**config.mk**
```make
export PLATFORM = sky130hd
export DESIGN_NAME = shf_unit
export DESIGN_NICKNAME = d
export VERILOG_FILES = /design/src/rtl/shf_pkg.sv /design/src/rtl/shf_decode.sv /design/src/rtl/shf_core.sv /design/src/rtl/shf_unit.sv
export SDC_FILE = /design/constraint.sdc
export NUM_CORES = 1
export LEC_CHECK = 0
export BUFFER_PORTS_ARGS = -buffer_cell sky130_fd_sc_hd__buf_2
export CAP_MARGIN = 15
export CORE_MARGIN = 2
export CORE_UTILIZATION = 58
export CTS_BUF_LIST = sky130_fd_sc_hd__clkbuf_8 sky130_fd_sc_hd__clkbuf_16
export CTS_CLUSTER_DIAMETER = 150
export DETAILED_ROUTE_END_ITERATION = 10
export PLACE_DENSITY = 0.85
export SYNTH_ARGS = -nofsm -noshare
export SYNTH_HDL_FRONTEND = slang
export SYNTH_SLANG_ARGS = --single-unit
```
**constraint.sdc**
```tcl
create_clock -name clk -period 7.5 [get_ports clk]
set_clock_uncertainty 0.1 [all_clocks]
set_input_delay 0.75 -clock clk [delete_from_list [all_inputs] [get_ports clk]]
set_output_delay 0.75 -clock clk [all_outputs]
set_load 0.01 [all_outputs]
```
**src/rtl/shf_pkg.sv**
```systemverilog
package shf_pkg;

    localparam int unsigned OPC_W  = 8;
    localparam int unsigned LEN_W  = 3;

    localparam logic [2:0] PFX_LEFT  = 3'b110;
    localparam logic [2:0] PFX_RIGHT = 3'b101;
    localparam logic [5:0] PFX_VAR   = 6'b111011;

    typedef enum logic [1:0] {
        K_NONE = 2'd0,
        K_IMM  = 2'd1,
        K_VAR  = 2'd2
    } kind_e;

    typedef struct packed {
        kind_e            kind;
        logic             dst_r1;
        logic             circ;
        logic             left;
        logic [LEN_W-1:0] len;
    } dec_t;

    function automatic dec_t decode_op(input logic [OPC_W-1:0] op);
        dec_t d;
        d = '0;
        d.kind = K_NONE;
        if (op[7:5] == PFX_LEFT || op[7:5] == PFX_RIGHT) begin
            d.kind   = K_IMM;
            d.left   = (op[7:5] == PFX_LEFT);
            d.dst_r1 = op[4];
            d.circ   = op[3];
            d.len    = op[LEN_W-1:0];
        end else if (op[7:2] == PFX_VAR) begin
            d.kind   = K_VAR;
            d.left   = op[1];
            d.circ   = op[0];
            d.dst_r1 = 1'b0;
        end
        return d;
    endfunction

endpackage

```
**src/rtl/shf_decode.sv**
```systemverilog
module shf_decode
    import shf_pkg::*;
(
    input  logic [OPC_W-1:0] opcode,
    output dec_t             dec
);
    always_comb begin
        dec = decode_op(opcode);
    end
endmodule

```
**src/rtl/shf_core.sv**
```systemverilog
module shf_core #(
    parameter int unsigned W  = 8,
    parameter int unsigned AW = $clog2(W) + 1
) (
    input  logic [W-1:0]  operand,
    input  logic [AW-1:0] amt,
    input  logic          left,
    input  logic          circ,
    output logic [W-1:0]  result
);
    logic [W-1:0] mirrored;
    logic [W-1:0] oriented;
    logic [W-1:0] stage [0:AW];

    // Left shifts reuse the right-shift chain on a bit-reversed operand.
    for (genvar b = 0; b < W; b++) begin : g_mirror_in
        assign mirrored[b] = operand[W-1-b];
    end
    assign oriented = left ? mirrored : operand;
    assign stage[0] = oriented;

    for (genvar k = 0; k < AW; k++) begin : g_stage
        localparam int unsigned SH  = 1 << k;
        localparam int unsigned ROT = SH % W;
        logic [W-1:0] moved;
        if (SH < W) begin : g_inrange
            assign moved = circ ? {stage[k][ROT-1:0], stage[k][W-1:ROT]}
                                : (stage[k] >> SH);
        end else if (ROT == 0) begin : g_whole
            assign moved = circ ? stage[k] : '0;
        end else begin : g_wrap
            assign moved = circ ? {stage[k][ROT-1:0], stage[k][W-1:ROT]} : '0;
        end
        assign stage[k+1] = amt[k] ? moved : stage[k];
    end

    logic [W-1:0] unmirrored;
    for (genvar b = 0; b < W; b++) begin : g_mirror_out
        assign unmirrored[b] = stage[AW][W-1-b];
    end
    assign result = left ? unmirrored : stage[AW];

endmodule

```
**src/rtl/shf_unit.sv**
```systemverilog
module shf_unit
    import shf_pkg::*;
#(
    parameter int unsigned W = 8
) (
    input  logic             clk,
    input  logic             rst,
    input  logic [OPC_W-1:0] opcode,
    input  logic [W-1:0]     r0_in,
    input  logic [W-1:0]     r1_in,
    input  logic             c_in,
    output logic [W-1:0]     r0_out,
    output logic [W-1:0]     r1_out,
    output logic             c_out,
    output logic             r0_we,
    output logic             r1_we
);
    localparam int unsigned AW = $clog2(W) + 1;

    dec_t         dec;
    logic [W-1:0] operand;
    logic [AW-1:0] amt;
    logic         over;
    logic [W-1:0] shifted;
    logic [W-1:0] res;
    logic [W-1:0] n_r0, n_r1;
    logic         n_c, n_we0, n_we1;
    logic         valid_q;

    shf_decode u_dec (
        .opcode (opcode),
        .dec    (dec)
    );

    always_comb begin
        over    = (dec.kind == K_VAR) && (r1_in > W[W-1:0]);
        operand = (dec.kind == K_IMM && dec.dst_r1) ? r1_in : r0_in;
        if (dec.kind == K_VAR)
            amt = r1_in[AW-1:0];
        else
            amt = AW'(dec.len);
    end

    shf_core #(.W(W), .AW(AW)) u_core (
        .operand (operand),
        .amt     (amt),
        .left    (dec.left),
        .circ    (dec.circ),
        .result  (shifted)
    );

    assign res = over ? '0 : shifted;

    always_comb begin
        n_r0  = r0_in;
        n_r1  = r1_in;
        n_c   = c_in;
        n_we0 = 1'b0;
        n_we1 = 1'b0;
        case (dec.kind)
            K_IMM: begin
                if (dec.dst_r1) begin
                    n_r1  = res;
                    n_we1 = 1'b1;
                end else begin
                    n_r0  = res;
                    n_we0 = 1'b1;
                end
            end
            K_VAR: begin
                n_r0  = res;
                n_we0 = 1'b1;
                n_c   = (res == '0);
            end
            default: ;
        endcase
    end

    always_ff @(posedge clk) begin
        if (rst) begin
            r0_out  <= '0;
            r1_out  <= '0;
            c_out   <= 1'b0;
            r0_we   <= 1'b0;
            r1_we   <= 1'b0;
            valid_q <= 1'b0;
        end else begin
            r0_out  <= n_r0;
            r1_out  <= n_r1;
            c_out   <= n_c;
            r0_we   <= n_we0;
            r1_we   <= n_we1;
            valid_q <= 1'b1;
        end
    end

    // at most one register is written per cycle
    a_r1_single_we: assert property (@(posedge clk) disable iff (rst)
        $onehot0({r0_we, r1_we}));

    a_r4_var_writes_r0: assert property (@(posedge clk) disable iff (rst)
        valid_q && $past(dec.kind) == K_VAR |-> r0_we && !r1_we);

    a_r5_overrange_zero: assert property (@(posedge clk) disable iff (rst)
        valid_q && $past(dec.kind) == K_VAR && $past(r1_in) > W[W-1:0]
        |-> r0_out == '0 && c_out);

    a_r7_zero_carry: assert property (@(posedge clk) disable iff (rst)
        valid_q && $past(dec.kind) == K_VAR |-> c_out == (r0_out == '0));

    a_r8_imm_keeps_c: assert property (@(posedge clk) disable iff (rst)
        valid_q && $past(dec.kind) == K_IMM |-> c_out == $past(c_in));

    a_r3_rotate_popcount: assert property (@(posedge clk) disable iff (rst)
        valid_q && $past(dec.kind) != K_NONE && $past(dec.circ) && !$past(over)
        |-> $countones(r0_we ? r0_out : r1_out) == $countones($past(operand)));

    a_r9_passthrough: assert property (@(posedge clk) disable iff (rst)
        valid_q && $past(dec.kind) == K_NONE
        |-> !r0_we && !r1_we && r0_out == $past(r0_in)
            && r1_out == $past(r1_in) && c_out == $past(c_in));

endmodule

```
==> metrics.md, run 1 <==
| Metric | Value |
|---|---|
| Status | `finished, final reports clean` |
| Max_cap viols | `0` |
| Number of post-CTS setup repair buffers | `0` |
| # resized after CTS | `0` |
| Final setup fails | `0` |
| Final WL | `between 6000 and 7000 um` |
| Hold crit path type | `in -> reg` |
| Number of synthesized register bits | `19` |
| Detailed-route DRC error count | `0` |
| Chip height | `61.5 um` |
| Synthesized area per cell | `7.87 sq um` |
| Synth area leaders | `dfxtp_1 (20%), nand4_1 (8.1%), nand2_1 (5.1%)` |
| Die W | `61.5 um` |
| Nets | `a little over 300` |
| Setup crit end kind | `flip-flop` |
| Largest net degree at the start of global routing | `26` |
| CTS Buf Count | `3` |
| Ratio of cells with drive above 1 in the final layout | `a little under a quarter` |
| RePlAce Congestion | `between 1 and 1.5` |
| Gate Count Post-Synth | `244` |
| Crit-path leading delay family | `compound AO/OA/AOI/OAI gates` |
| Initial Util | `between 60% and 70%` |
| Async SR Flop Fraction | `0%` |
| Avg WL per Cell | `19.5 um` |
| Vias in the first global route | `about 1900` |
| Die area | `roughly 0.0038 sq mm` |
| Period utilization | `between 40 and 50%` |
| Final worst slack | `3790 ps` |
| Area growth syn-to-layout | `11.1%` |
| N_diodes | `0` |
| Tot GR Track Use | `33.1%` |
| Cell area after technology mapping | `around 0.0019 sq mm` |
| DR vias | `2333` |
| Placeable Area | `between 0.003 and 0.004 sq mm` |
| DP HPWL | `around 4800 um` |
| CP Launch Type | `input pin` |
| Grt total ovfl | `0` |
| CP Max Fanout | `19` |
| H-tree depth | `1` |
| Fmax | `roughly 0.27 GHz` |
| Synthesis warning total | `0` |
| Setup TNS Final | `0 ps` |
| Starting DRT DRC Count | `about 330` |
| Wire length of the first global-routing pass | `between 9000 and 10000 um` |
| RSZ-0062 raised after global routing | `no` |
| # port buffers | `between 40 and 50` |
| Avg Vias per Cell | `~7.3` |
| Drt pass-1 iters | `6` |
| Min Tclk post-route | `3710 ps` |
| Final number of max-transition violations | `0` |
| Place WS | `between 3000 and 4000 ps` |
| Clk slew on worst S/H paths | `~70 ps` |
| Rel. slew slack | `between 30 and 40%` |
| Tightest Pin Transition | `roughly 980 ps` |
| CP arrival | `about 3800 ps` |
| Prevailing post-synth register cell | `dfxtp_1` |
| Synth area leader | `dfxtp_1` |
| Final hold violations | `0` |
| CP Buf/Inv Count | `1` |
| Worst VDD drop | `roughly 150 uV` |
| LEAKAGE | `~0.90 nW` |
| I/O pin cnt | `46` |
| Number of flops mapped to enable cells by yosys | `0` |
| Synth Net Count | `about 270` |
| CP Cell Sequence | `buf_2, xor2_2, a22o_1, xnor2_1, mux2i_2, o221ai_1, a32oi_1, mux2i_1, a32o_1` |
| Setup CP Type | `in -> reg` |
| Remaining antenna violation count | `0` |
| CTS tree | `done` |
| Initial antenna violation count | `0` |
| Total clock sinks | `19` |
| Register area share after synthesis | `about a fifth` |
| Netlist cell types | `61` |
| CP Data Required Time | `7550 ps` |
| CTS root buf | `clkbuf_8` |
| PD cells | `around 140 mW/mm^2` |
| Hold buffer count at CTS | `0` |
| Worst-case clock buffer depth | `2` |
| Core Rows | `20` |
| Slowest stage delay, CP | `around 670 ps` |
| Synth top area share | `between 10% and 20%` |
| Slowest stage cell, crit path | `a22o_1` |
per-stage QoR:
stage               cell area (sq um)  total power [mW]  utilization, %  std cells  hold WS [ps]
floorplan                        1920             0.203               -        244           786
CTS                              2130             0.303            68.8        320           647
global placement                 2090             0.233            67.3        316           919
finish                           2130             0.307            68.8        320           648
global route                     2130             0.322            68.8        320           653
detailed placement               2090             0.236            67.3        316           912
layout by cell type (no fill, tap or decap), types with 6 or more instances in the layout:
master    Yosys  final
buf_2         3     45
nand2_1      26     26
nand4_1      25     25
dfxtp_1      19     19
nand3_1      14     14
a21oi_1      14     14
o211ai_1     12     12
nor2_1       10     10
a211o_1       9      9
nor3_1        7      7
o21ai_1       6      6
final timing paths:
check / end / cells past startpoint / from / slack, ps
hold / removal: r0_out[0] / 3 / r0_in[0] / 650
setup / recovery: r0_out[2] / 9 / opcode[5] / 3790
state kept, by name, indices dropped and copies added, names as in the netlist:
register  count
c_out         1
r0_out        8
r0_we         1
r1_out        8
r1_we         1
synthesized netlist by cell type (2+ instances only):
cell type	n
a22o_1	3
clkbuf_1	8
or3_1	2
a221o_1	5
o21ai_1	6
and4_1	2
o31ai_1	2
and4b_1	2
a211o_1	9
dfxtp_1	19
inv_1	3
nor3b_1	2
o211a_1	2
nor3_1	7
and2_1	5
and3_1	2
buf_6	6
and3b_1	2
nand3_1	14
or4b_1	2
buf_2	3
a311oi_1	2
a21oi_1	14
o21ai_0	5
nand2_1	26
o22ai_1	2
nand4_1	25
a32oi_1	3
nand3b_1	4
nor2_1	10
mux2i_1	4
o211ai_1	12
nor2b_1	3
metal layers:
| metal | vias up | part of all wire (%) | track usage (%) |
|---|---|---|---|
| met5 | - | 0 | 0 |
| met4 | 0 | 4.5 | 13.1 |
| met3 | 29 | 12 | 7.77 |
| met2 | 198 | 45 | 50.2 |
| met1 | 1054 | 39 | 45.1 |
| li1 | 1052 | - | - |
kinds of logic after synthesis:
logic type,Yosys count,synth area share [%]
and+or+nand+nor,115,34.4
muxes,6,3.39
xor gates and xnor gates,3,2.15
buffers and inverters,21,6.84
DFF,19,19.8
AOI/OAI and AO/OA,80,33.4
final cells by class:
class / instances / area (sq um)
clock buffers: 3 / 41.3
clock inverters: 1 / 3.75
fillers: 295 / 970
inverters: 3 / 11.3
multi-input cells: 204 / 1410
flip-flops and latches: 19 / 380
well taps: 44 / 55.1
repair buffers: 46 / 233
where the power goes:
part           switching [mW]  total, mW  internal (mW)
clock                  0.0320     0.0684         0.0364
combinational          0.0827      0.129         0.0462
sequential            0.00163      0.110          0.108
(Power assumes the default switching activity.)
==> run 2, diff against run 1 <==
- CORE_UTILIZATION: 58 -> 49
- PLACE_DENSITY: 0.85 -> 0.77
- clock period: 7.5 -> 3.2 ns (I/O delays scaled with it)
==> run 2 against run 1 <==
  * Sequential cell count stayed put
  * Setup slack worse by 3400 ps
  * Critical path depth stayed put
==> metrics.md, run 2 (synthesis results as in run 1) <==
| Metric | Value |
|---|---|
| Place WS | `150 ps (was 3600 ps)` |
| Drt pass-1 iters | `5 (was 6)` |
| Max_cap viols | `0 (unchanged)` |
| Final Non-Filler Cells | `329 (was 320)` |
| Fin area | `0.00218 sq mm (was 0.00213 sq mm)` |
| Total clock sinks | `19 (unchanged)` |
| CP Launch Type | `input pin (unchanged)` |
| Die area | `0.00444 sq mm (was 0.00379 sq mm)` |
| Remaining antenna violation count | `0 (unchanged)` |
| Hold crit path type | `in -> reg (unchanged)` |
| Worst VDD drop | `190 uV (was 152 uV)` |
| Dpl cells | `325 (was 316)` |
| Avg WL per Cell | `17.9 um (was 19.5 um)` |
| Hold buffer count at CTS | `0 (unchanged)` |
| Commonest non-fill, non-tap cell in the layout | `buf_2 (unchanged)` |
| CP Max Fanout | `14 (was 19)` |
| Setup TNS Final | `0 ps (unchanged)` |
| N_diodes | `0 (unchanged)` |
| H-tree depth | `1 (unchanged)` |
| Most frequent cells in the layout | `buf_2 (45), nand2_1 (26), nand4_1 (25) (unchanged)` |
| Final worst slack | `396 ps (was 3790 ps)` |
| Worst-case clock buffer depth | `2 (unchanged)` |
| Tightest Pin Transition | `583 ps (was 979 ps)` |
| Detailed-route DRC error count | `0 (unchanged)` |
| Fillers | `345 (was 295)` |
| Register area | `380 sq um (unchanged)` |
| DR vias | `2273 (was 2333)` |
| WHS | `212 ps (was 648 ps)` |
| Nets | `309 (was 304)` |
| CP arrival | `2880 ps (was 3770 ps)` |
| Period utilization | `between 80% and 90%` |
| CTS Buf Count | `3 (unchanged)` |
| Starting DRT DRC Count | `319 (was 325)` |
| Area occupied by multi-input gates | `0.00141 sq mm (unchanged)` |
| Initial Util | `51.7% (was 61.9%)` |
| Core Rows | `22 (was 20)` |
| Fmax | `0.357 GHz` |
| Avg Vias per Cell | `6.91 (was 7.29)` |
| CTS tree | `done (unchanged)` |
| Wire length of the first global-routing pass | `9120 um (was 9230 um)` |
| Min Tclk post-route | `2800 ps` |
| Tot GR Track Use | `27.1% (was 33.1%)` |
| PD cells | `332 mW/mm^2 (was 144 mW/mm^2)` |
| Final hold violations | `0 (unchanged)` |
| Vias in the first global route | `1910 (was 1908)` |
| RSZ-0062 raised after global routing | `no (unchanged)` |
| RePlAce Congestion | `0.984 (was 1.04)` |
| Final WL | `5890 um (was 6230 um)` |
| Rel. slew slack | `60.9% (was 34.6%)` |
| Setup crit end kind | `flip-flop (unchanged)` |
| Ratio of cells with drive above 1 in the final layout | `24.2% (was 22.8%)` |
| Overall power | `723 uW (was 307 uW)` |
| Grt total ovfl | `0 (unchanged)` |
| Setup CP Type | `in -> reg (unchanged)` |
| DP HPWL | `4620 um (was 4760 um)` |
| Largest net degree at the start of global routing | `22 (was 26)` |
| Worst Setup SP | `opcode[5] (unchanged)` |
| I/O pin cnt | `46 (unchanged)` |
| LEAKAGE | `0.928 nW (was 0.903 nW)` |
| Placeable Area | `0.00372 sq mm (was 0.00310 sq mm)` |
| CTS root buf | `clkbuf_8 (unchanged)` |
| Number of post-CTS setup repair buffers | `0 (unchanged)` |
| Status | `finished, final reports clean (unchanged)` |
| DP Area | `0.00213 sq mm (was 0.00209 sq mm)` |
| Area growth syn-to-layout | `13.3% (was 11.1%)` |
| Post-layout util | `58.6% (was 68.8%)` |
| Top Registers | `r0_out: 8 flops, r1_out: 8 flops (unchanged)` |
| CP Data Required Time | `3280 ps (was 7550 ps)` |
| Initial antenna violation count | `0 (unchanged)` |
| Final setup fails | `0 (unchanged)` |
| Chip height | `66.6 um (was 61.5 um)` |
| Final number of max-transition violations | `0 (unchanged)` |
| # resized after CTS | `0 (unchanged)` |
| # port buffers | `45 (unchanged)` |
| Die W | `66.6 um (was 61.5 um)` |
| Clk slew on worst S/H paths | `70 ps (about the same)` |
| Critical Path End | `c_out (was r0_out[2])` |
-- run 2: changes by cell type in the layout (fill, tap and decap cells not counted), sizes merged --
cell  change
buf       +5
-- run 2: how the worst min path moves through the flow --
| stage | startpoint | to | depth (start not counted) |
|---|---|---|---|
| floorplan | r0_in[3] | r0_out[3] | 2 |
| global placement | r0_in[1] | r0_out[1] | 3 |
| detailed placement | r0_in[1] | r0_out[1] | 3 |
| CTS | r0_in[1] | r0_out[1] | 3 |
| global route | r0_in[1] | r0_out[1] | 3 |
| finish | r0_in[1] | r0_out[1] | 3 |
-- run 2: layer usage --
metal / up-vias / share of wire (%) / track usage [%]
li1: 1055 / - / -
met1: 1034 / 39 / 35.5
met2: 163 / 46 / 42.9
met3: 21 / 12 / 7.09
met4: 0 / 2.9 / 9.69
met5: - / 0 / 0
-- run 2: critical path, cell delays in order --
cell and delay (ps):
buf_2 220, xor2_2 270, a22o_1 510, xnor2_1 210
mux2i_2 340, o2bb2a_4 170, nand3_2 110, or4b_1 530
o32ai_2 190
-- run 2: report_power, final --
part	leakage [nW]	internal, mW	switching [mW]
sequential	0.158	0.253	0.00343
combinational	0.743	0.113	0.190
clock	0.0269	0.0855	0.0789
total	0.928	0.451	0.272
-- run 2: final cells by class --
cell class | instances | area share, %
multi-input combinational | 204 | 64.7
timing repair buffer | 51 | 12.4
clock inverter | 1 | 0.173
clock buffer | 3 | 1.90
sequential | 19 | 17.5
tap | 48 | 2.76
inverter | 3 | 0.518
==> run 3, diff against run 2 <==
- clock period: 3.2 -> 2.53 ns (I/O delays scaled with it)
==> run 3 against run 2 <==
  * Setup slack worse by 370 ps
  * Largest cell class unchanged
  * Utilization increased by 18 points
  * Critical path depth rose by 3
  * Count of clock-buffer cells in the layout did not move
  * Clock power is 28% higher
  * Critical endpoint is now r0_out[6]
  * Sequential cell count stayed put
  * Die area unchanged
  * Wire length rose by 27%
  * Design area grew 31%
==> metrics.md, run 3 (synthesis results as in run 1) <==
| Metric | Value |
|---|---|
| Status | `finished, final reports clean (unchanged)` |
| LEAKAGE | `1.32 nW (was 0.928 nW)` |
| Area occupied by multi-input gates | `0.00150 sq mm (was 0.00141 sq mm)` |
| Setup crit end kind | `flip-flop (unchanged)` |
| Slowest stage delay, CP | `520 ps (was 530 ps)` |
| Grt total ovfl | `0 (unchanged)` |
| Largest net degree at the start of global routing | `22 (unchanged)` |
| GR peak layer | `met2 (unchanged)` |
| Fillers | `270 (was 345)` |
| Worst VDD drop | `268 uV (was 190 uV)` |
| Avg WL per Cell | `18.6 um (was 17.9 um)` |
| Area growth syn-to-layout | `48.6% (was 13.3%)` |
| Top Registers | `r0_out: 8 flops, r1_out: 8 flops (unchanged)` |
| Total clock sinks | `19 (unchanged)` |
| Max_cap viols | `0 (unchanged)` |
| Rel. slew slack | `64.1% (was 60.9%)` |
| CTS root buf | `clkbuf_8 (unchanged)` |
| Die area | `0.00444 sq mm (unchanged)` |
| Avg Vias per Cell | `6.62 (was 6.91)` |
| CP Buf/Inv Count | `4 (was 1)` |
| CP Max Fanout | `4 (was 14)` |
| Initial Util | `51.7% (unchanged)` |
| Most frequent cells in the layout | `buf_4 (75), buf_2 (44), nand4_1 (25) (was buf_2 (45), nand2_1 (26), nand4_1 (25))` |
| Tot GR Track Use | `31.8% (was 27.1%)` |
| Starting DRT DRC Count | `248 (was 319)` |
| Worst-case clock buffer depth | `2 (unchanged)` |
| # port buffers | `45 (unchanged)` |
| Met3 GRT Util | `5.74% (was 7.09%)` |
| RePlAce Congestion | `0.927 (was 0.984)` |
| CP Launch Type | `input pin (unchanged)` |
| Hold buffer count at CTS | `0 (unchanged)` |
| Overall power | `1.07 mW (was 723 uW)` |
| Fmax | `roughly 0.4 GHz` |
| Placeable Area | `0.00372 sq mm (unchanged)` |
| Min Tclk post-route | `2500 ps` |
| Register area | `380 sq um (unchanged)` |
| Switching share of power | `36.7% (was 37.6%)` |
| Core Rows | `22 (unchanged)` |
| Period utilization | `98.8%` |
| Clock power frac | `19.6% (was 22.7%)` |
| Met2 Use GR | `53.8% (was 42.9%)` |
| Drt pass-1 iters | `7 (was 5)` |
| CTS Buf Count | `3 (unchanged)` |
| Detailed-route DRC error count | `0 (unchanged)` |
| Vias in the first global route | `2298 (was 1910)` |
| WHS | `160 ps (was 212 ps)` |
| CP Cell Sequence | `buf_2, buf_4, and4b_1, a221o_1, buf_4, nand2_2, or4_4, nand4_1, o211ai_1, buf_4, a211o_1, a21oi_2 (was buf_2, xor2_2, a22o_1, xnor2_1, mux2i_2, o2bb2a_4, nand3_2, or4b_1, o32ai_2)` |
| Commonest non-fill, non-tap cell in the layout | `buf_4 (was buf_2)` |
| Die W | `66.6 um (unchanged)` |
| Clk slew on worst S/H paths | `70 ps (about the same)` |
| Wire length of the first global-routing pass | `10700 um (was 9120 um)` |
| Most frequent CP cell | `buf_4` |
| PD cells | `376 mW/mm^2 (was 332 mW/mm^2)` |
| Crit-path leading delay family | `simple AND/OR/NAND/NOR gates (was compound AO/OA/AOI/OAI gates)` |
| Final WL | `7460 um (was 5890 um)` |
| Tightest Pin Transition | `536 ps (was 583 ps)` |
| I/O pin cnt | `46 (unchanged)` |
| Global routing usage on met1 | `39.2% (was 35.5%)` |
| P_sw | `393 uW (was 272 uW)` |
| Final setup fails | `0 (unchanged)` |
| Remaining antenna violation count | `0 (unchanged)` |
| CP arrival | `2590 ps (was 2880 ps)` |
| Initial antenna violation count | `0 (unchanged)` |
| Final number of max-transition violations | `0 (unchanged)` |
| CTS tree | `done (unchanged)` |
| Slowest stage cell, crit path | `or4_4 (was or4b_1)` |
| Seq pwr share | `30.2% (was 35.5%)` |
| H-tree depth | `1 (unchanged)` |
| DP HPWL | `5480 um (was 4620 um)` |
| Setup CP Type | `in -> reg (unchanged)` |
| N_diodes | `0 (unchanged)` |
| Combinational Power Share | `50.2% (was 41.8%)` |
| Hold crit path type | `in -> reg (unchanged)` |
| Ratio of cells with drive above 1 in the final layout | `44.4% (was 24.2%)` |
| CP Data Required Time | `2620 ps (was 3280 ps)` |
| Nets | `382 (was 309)` |
| Chip height | `66.6 um (unchanged)` |
| DR vias | `2663 (was 2273)` |
| Cell-internal power | `680 uW (was 451 uW)` |
| Final hold violations | `0 (unchanged)` |
run 3: repair_timing:
item	CTS	global route
pin swaps	0	9
cloned	0	0
setup buffers	0	7
resized for setup	1	25
endpoints found under the setup margin	1	12
run 3: layout make-up:
cell class	count	share of cell area [%]
clock buffer	3	1.45
clock inverter	1	0.175
inverter	3	0.395
multi-input combinational	204	52.5
sequential	19	13.3
tap	48	2.10
timing repair buffer	124	30.0
run 3: worst paths after layout:
path | startpoint | end | slack (ps) | cells past startpoint
setup / recovery | opcode[4] | r0_out[6] | 30 | 12
hold / removal | r0_in[1] | r0_out[1] | 160 | 3
run 3: worst min-delay path: stages:
cell,delay (ps)
buf_2,110
nand2_1,50
a21oi_1,50
run 3: power by group through the flow:
| stage | Combinational [mW] | Clock, mW | Sequential (mW) |
|---|---|---|---|
| after floorplan | 0.260 | 0 | 0.344 |
| after global placement | 0.480 | 0 | 0.331 |
| after detailed placement | 0.485 | 0 | 0.332 |
| after CTS | 0.488 | 0.216 | 0.325 |
| after global routing | 0.570 | 0.227 | 0.327 |
| final | 0.538 | 0.210 | 0.324 |
run 3: stage by stage:
stage	TNS, ps	instance area [sq um]	setup slack, ps	instances	util (%)
after global routing	-153	2850	-41.6	402	76.8
final	0	2850	30.2	402	76.8
after floorplan	0	1930	35.6	244	-
after CTS	0	2710	27.5	395	72.8
after global placement	-2270	2660	-283	391	71.5
after detailed placement	-2610	2660	-292	391	71.5
run 3: metal layers:
layer  wire [um]  vias up  share of wire [%]
met1        2910     1229                 39
met5           0        -                  0
li1            -     1201                  -
met2        3570      193                 48
met4         356        0                4.8
met3         633       40                8.5
